## src/rtl/bit_rmw_pkg.sv

```systemverilog
// Shared encodings for the bit test and modify sequencer.
// Assumes: op encoding is fixed by the caller's decoder (two low bits).
package bit_rmw_pkg;
    typedef enum logic [1:0] {
        BOP_TEST = 2'b00,
        BOP_SET  = 2'b01,
        BOP_CLR  = 2'b10,
        BOP_FLIP = 2'b11
    } bop_e;

    typedef enum logic [1:0] {
        ST_IDLE,
        ST_READ,
        ST_WRITE,
        ST_DONE
    } st_e;
endpackage

```

## src/rtl/bit_rmw_addr.sv

```systemverilog
// Turns a base byte address plus a bit distance into an element address
// and a bit index within the element.
// Assumes: DATA_W is a power of two >= 16; IMM_W >= log2(DATA_W);
// ADDR_W >= OFF_W (the displacement is sign-extended).
module bit_rmw_addr #(
    parameter int ADDR_W = 32,
    parameter int OFF_W  = 32,
    parameter int IMM_W  = 8,
    parameter int DATA_W = 32,
    localparam int IDX_W = $clog2(DATA_W)
) (
    input  logic [ADDR_W-1:0] base,
    input  logic [OFF_W-1:0]  offset,
    input  logic [IMM_W-1:0]  imm,
    input  logic              use_imm,
    input  logic              wide,
    output logic [ADDR_W-1:0] elem_addr,
    output logic [IDX_W-1:0]  bit_idx
);
    // Byte scale of one element: log2 of bytes per element.
    localparam int WSCALE = IDX_W - 3;
    localparam int NSCALE = IDX_W - 4;

    logic signed [OFF_W-1:0]  soff;
    logic signed [OFF_W-1:0]  elem_w, elem_n;
    logic        [ADDR_W-1:0] disp_w, disp_n;
    logic        [IDX_W-1:0]  imm_bit, reg_bit;

    // Element displacement for both widths (arithmetic: reaches below base).
    always_comb begin
        soff   = offset;
        elem_w = soff >>> IDX_W;
        elem_n = soff >>> (IDX_W - 1);
        disp_w = ADDR_W'(elem_w <<< WSCALE);
        disp_n = ADDR_W'(elem_n <<< NSCALE);
    end

    // Bit index: low bits of the distance, narrowed in 16-bit mode.
    always_comb begin
        imm_bit = wide ? imm[IDX_W-1:0] : {1'b0, imm[IDX_W-2:0]};
        reg_bit = wide ? offset[IDX_W-1:0] : {1'b0, offset[IDX_W-2:0]};
        bit_idx = use_imm ? imm_bit : reg_bit;
    end

    // Address: an immediate never leaves the base element.
    always_comb begin
        if (use_imm) elem_addr = base;
        else         elem_addr = base + (wide ? disp_w : disp_n);
    end
endmodule

```

## src/rtl/bit_rmw_alu.sv

```systemverilog
// Extracts the selected bit of a read element and forms the write-back
// value for set, clear or invert; narrow elements return zero upper bits.
// Assumes: bit_idx < DATA_W/2 whenever wide is 0.
module bit_rmw_alu
    import bit_rmw_pkg::*;
#(
    parameter int DATA_W = 32,
    localparam int IDX_W = $clog2(DATA_W),
    localparam int HALF  = DATA_W / 2
) (
    input  logic [DATA_W-1:0] rdata,
    input  logic [IDX_W-1:0]  bit_idx,
    input  bop_e              op,
    input  logic              wide,
    output logic              old_bit,
    output logic [DATA_W-1:0] wdata
);
    logic [DATA_W-1:0] sel_mask, keep_mask, modified;

    // One-hot mask of the selected bit.
    always_comb sel_mask = {{(DATA_W-1){1'b0}}, 1'b1} << bit_idx;

    // Width mask built per bit: upper half dropped for narrow elements.
    for (genvar g = 0; g < DATA_W; g++) begin : g_keep
        if (g < HALF) begin : g_lo
            assign keep_mask[g] = 1'b1;
        end else begin : g_hi
            assign keep_mask[g] = wide;
        end
    end

    // Old bit and modified element.
    always_comb begin
        old_bit = |(rdata & sel_mask);
        case (op)
            BOP_SET:  modified = rdata | sel_mask;
            BOP_CLR:  modified = rdata & ~sel_mask;
            BOP_FLIP: modified = rdata ^ sel_mask;
            default:  modified = rdata;
        endcase
        wdata = modified & keep_mask;
    end
endmodule

```

## src/rtl/bit_rmw_seq.sv

```systemverilog
// Sequencer for one bit test/modify on memory: latch the request, read
// the whole element, report the old bit, write back if modifying.
// Assumes: memory answers each request with one mem_valid cycle and
// honours mem_lock to keep the read and the write back atomic.
module bit_rmw_seq
    import bit_rmw_pkg::*;
#(
    parameter int ADDR_W = 32,
    parameter int OFF_W  = 32,
    parameter int IMM_W  = 8,
    parameter int DATA_W = 32,
    localparam int IDX_W = $clog2(DATA_W)
) (
    input  logic              clk,
    input  logic              rst_n,
    input  logic              start,
    input  logic [1:0]        op,
    input  logic [ADDR_W-1:0] base_addr,
    input  logic [OFF_W-1:0]  offset,
    input  logic [IMM_W-1:0]  imm_offset,
    input  logic              use_imm,
    input  logic              wide,
    input  logic              lock_req,
    output logic              busy,
    output logic              done,
    output logic              carry,
    output logic              mem_req,
    output logic              mem_we,
    output logic              mem_wide,
    output logic              mem_lock,
    output logic [ADDR_W-1:0] mem_addr,
    output logic [DATA_W-1:0] mem_wdata,
    input  logic              mem_valid,
    input  logic [DATA_W-1:0] mem_rdata
);
    st_e               st_q;
    bop_e              op_q;
    logic [ADDR_W-1:0] addr_q;
    logic [IDX_W-1:0]  idx_q;
    logic              wide_q, lock_q, carry_q;
    logic [DATA_W-1:0] wdata_q;

    logic [ADDR_W-1:0] calc_addr;
    logic [IDX_W-1:0]  calc_idx;
    logic              alu_old;
    logic [DATA_W-1:0] alu_wdata;

    bit_rmw_addr #(
        .ADDR_W(ADDR_W), .OFF_W(OFF_W), .IMM_W(IMM_W), .DATA_W(DATA_W)
    ) u_addr (
        .base     (base_addr),
        .offset   (offset),
        .imm      (imm_offset),
        .use_imm  (use_imm),
        .wide     (wide),
        .elem_addr(calc_addr),
        .bit_idx  (calc_idx)
    );

    bit_rmw_alu #(.DATA_W(DATA_W)) u_alu (
        .rdata  (mem_rdata),
        .bit_idx(idx_q),
        .op     (op_q),
        .wide   (wide_q),
        .old_bit(alu_old),
        .wdata  (alu_wdata)
    );

    // Sequence: accept, read, optional write back, completion pulse.
    always_ff @(posedge clk) begin
        if (!rst_n) begin
            st_q    <= ST_IDLE;
            op_q    <= BOP_TEST;
            addr_q  <= '0;
            idx_q   <= '0;
            wide_q  <= 1'b0;
            lock_q  <= 1'b0;
            carry_q <= 1'b0;
            wdata_q <= '0;
        end else begin
            case (st_q)
                ST_IDLE: if (start) begin
                    op_q   <= bop_e'(op);
                    addr_q <= calc_addr;
                    idx_q  <= calc_idx;
                    wide_q <= wide;
                    lock_q <= lock_req;
                    st_q   <= ST_READ;
                end
                ST_READ: if (mem_valid) begin
                    carry_q <= alu_old;
                    wdata_q <= alu_wdata;
                    st_q    <= (op_q == BOP_TEST) ? ST_DONE : ST_WRITE;
                end
                ST_WRITE: if (mem_valid) st_q <= ST_DONE;
                default:  st_q <= ST_IDLE;
            endcase
        end
    end

    // Port decode from the state register.
    always_comb begin
        busy      = (st_q != ST_IDLE);
        done      = (st_q == ST_DONE);
        carry     = carry_q;
        mem_req   = (st_q == ST_READ) || (st_q == ST_WRITE);
        mem_we    = (st_q == ST_WRITE);
        mem_wide  = wide_q;
        mem_lock  = lock_q && mem_req;
        mem_addr  = addr_q;
        mem_wdata = wdata_q;
    end
endmodule

```

## config.mk

```make
export PLATFORM = sky130hd
export DESIGN_NAME = bit_rmw_seq
export DESIGN_NICKNAME = d
export VERILOG_FILES = /design/src/rtl/bit_rmw_pkg.sv /design/src/rtl/bit_rmw_addr.sv /design/src/rtl/bit_rmw_alu.sv /design/src/rtl/bit_rmw_seq.sv
export SDC_FILE = /design/constraint.sdc
export NUM_CORES = 1
export LEC_CHECK = 0
export ABC_CLOCK_PERIOD_IN_PS = 7300
export BUFFER_PORTS_ARGS = -buffer_cell sky130_fd_sc_hd__buf_4
export CAP_MARGIN = 25
export CORE_ASPECT_RATIO = 2
export CORE_MARGIN = 1.5
export CORE_UTILIZATION = 59
export CTS_CLUSTER_DIAMETER = 50
export DETAILED_ROUTE_END_ITERATION = 8
export PLACE_DENSITY_LB_ADDON = 0.15
export SYNTH_ARGS = -nofsm -noshare
export SYNTH_HDL_FRONTEND = slang
export SYNTH_SLANG_ARGS = --single-unit
```

## constraint.sdc

```tcl
create_clock -name clk -period 7.3 [get_ports clk]
set_input_delay 0.73 -clock clk [delete_from_list [all_inputs] [get_ports clk]]
set_output_delay 0.73 -clock clk [all_outputs]
set_load 0.01 [all_outputs]
```

==> metrics.txt <==
Post-Syn Area per Cell=8.53 sq um; die width=81.8 microns; leading cell type in the layout, fill and taps excluded=buf_4; Hold Path Cell Cnt=2; slowest cell delay on critical path=0.37 ns; CTS tree=done; reg2reg path depth=6; DRT Pass-1 Iters=4; Yosys reg bits=76; Fmax achieved=292 MHz; CP max FO=3; total wire length=19600 microns; Synth Warn #=0; GRT Total Usage=30.4%; port bufs=180; CTS root buf=clkbuf_16; CTS hold repair buffers=0; Sequential Power Share=30.0%; CP startpoint=wide; power share of the clock group=25.5%; core area=12100 sq um; initial antenna violation count=0; final hold violation count=0; number of synthesized flops with an enable pin=0; Post-synth ARST share=0%; clock slew seen by the registers of the worst setup and hold paths=0.07 ns; CTS H-tree depth=3; CP Capture Type=flop; RR Startpoint=idx_q[4]; initial core utilization=60.4%; Final Setup Violations=0; fin crit period=3.42 ns; final setup margin=3.88 ns; crit path launch type=primary input; Slew Limit Headroom=33.4%; Arr. time, crit path=3.69 ns; # IOs=184; commonest non-fill, non-tap cells in the layout=buf_4, ha_1, nand2_1; post-CTS setup buffer count=0; Via Count=6731; DRT antenna net count=0; Syn Nets=1102; DP Worst Slack=3.51 ns; Total Power=1.93 mW; setup TNS=0 ns; vias in the first global route=6748; status=finished, final reports clean; Netlist Area Pre-Place=7320 sq um; Finished Layout Cells=1160; VDD IR max=164 uV; top cell type's share of synthesized area=22.2%; RSZ-0062 raised after global routing=false; clk_lat worst skew=0.34 ns; Final Wtd Congestion=0.933; largest net degree at the start of global routing=79; Clock Path Buffers=2; routed vias/inst=5.80; synthesized instance count=858; number of buffers created by CTS=9; Critical Path RT=7.57 ns; grt ovf=0; Max-Cap Viols=0; post-route clock period utilization=46.9%; critical path's slowest cell=fa_1; Slew Limit Fails=0; Layout Nets=1252; cts repair resizes=0; Int Power=1.21 mW; static leakage=4.69 nW; power per cell area=214 nW/um^2; Setup Crit Path Kind=in -> reg; Comb pwr share=44.5%; n_diodes=0; Hold/Removal Path Class=reg -> reg; Iter 0 DRT Violations=262; Synth Flop Type=dfxtp_1; Die Y-Extent=161 microns; Cell variety after synth=65; WL/cell=16.9 microns; residual DRC count=0; synth top area cells=ha_1, dfxtp_1, mux4_2; area growth from synthesis to layout=23.4%; sw frac=37.6%; register area share after synthesis=20.8%; dpl cells=1143; Crit path top cell by count=a31oi_1; switching pwr=0.728 mW; Synth area leader=ha_1; fraction of layout cells with a size suffix above 1=25.0%; first-pass GRT wire length=30900 microns; clk sinks=76; Die Footprint=13100 sq um; clk_skew=0.00834 ns; worst slew pin tran=0.999 ns; Cell Rows=57; Post-DP HPWL=15000 microns; Hold Startpoint=lock_q; CP Cell Sequence=buf_4 -> nor2b_1 -> ha_1 -> inv_1 -> fa_1 -> and2b_1 -> o211ai_2 -> a31oi_1 -> o221ai_1 -> a21oi_2 -> a31oi_2 -> xor2_1 -> or3_1 -> a31oi_1
-- cell usage after synthesis, types with 3 or more instances --
cell,n
nor2b_1,25
mux4_2,32
nand2_1,120
nor4_1,11
a21oi_1,46
and3_1,3
a21boi_0,17
o21bai_1,4
nand3_1,4
or3_1,8
nor3b_1,7
o21ai_0,23
a22oi_1,16
inv_1,109
nand4_1,8
xor2_1,9
o211ai_1,16
a211oi_1,3
xnor2_1,18
buf_1,4
o211a_1,19
a31oi_1,5
nor3_1,4
clkbuf_1,34
o21ai_1,4
and2_1,6
mux2i_1,9
nor2_1,29
ha_1,130
a21o_1,14
dfxtp_1,76
buf_2,5
-- metrics by stage --
| step | hold slack [ns] | utilization, % | area (sq um) |
|---|---|---|---|
| after floorplan | 0.439 | - | 7320 |
| after global placement | 0.448 | 71.7 | 8690 |
| after detailed placement | 0.459 | 71.7 | 8690 |
| after CTS | 0.469 | 74.3 | 9010 |
| after global routing | 0.493 | 74.5 | 9030 |
| final | 0.466 | 74.5 | 9030 |
-- registers in the layout (all words and copies together) (netlist names) --
register	flops
lock_q	1
mem_wide	1
mem_addr	32
st_q	2
mem_wdata	32
op_q	2
idx_q	5
carry	1
-- path summary, 6_finish.rpt --
check | endpoint | slack, ns
max | mem_addr[31] | 3.88
min reg2reg | lock_q | 0.47
max reg2reg | mem_wdata[16] | 4.84
min | lock_q | 0.47
-- routing by layer --
layer / vias up / part of all wire, % / GRT usage, %
met2: 199 / 57 / 59.3
met4: 0 / 4.0 / 13.5
li1: 3265 / - / -
met3: 50 / 3.7 / 4.26
met1: 3217 / 35 / 29.6
met5: - / 0 / 0
-- cell families (layout without fill, tap and decap cells) --
logic type	count (synthesis)	after routing	share of synthesized area (%)
buf+inv	154	309	8.12
fa+ha+maj	131	131	22.5
mux	41	41	11.1
flops	76	76	20.8
compound gates	192	192	18.8
xor+xnor	27	27	3.23
simple gates	237	237	15.5
-- power groups by stage --
stage	combinational, mW	clock (mW)	sequential, mW
after floorplan	0.535	0	0.585
after global placement	0.824	0	0.595
after detailed placement	0.843	0	0.598
after CTS	0.851	0.502	0.590
after global routing	0.945	0.514	0.593
final	0.861	0.494	0.580
-- layout make-up --
type	instances	area [sq um]
clock buffers	10	229
clock inverters	6	88.8
fillers	972	3090
inverters	110	413
multi-input cells	628	5210
flip-flops and latches	76	1520
well taps	147	184
repair buffers	183	1390
-- worst max-delay path, delay by kind of cell --
kind	cells	cell delay, ns
compound gates	6	1.33
xor+xnor	1	0.19
fa+ha+maj	2	0.58
buf+inv	2	0.17
simple gates	3	0.70
(Power assumes the default switching activity.)
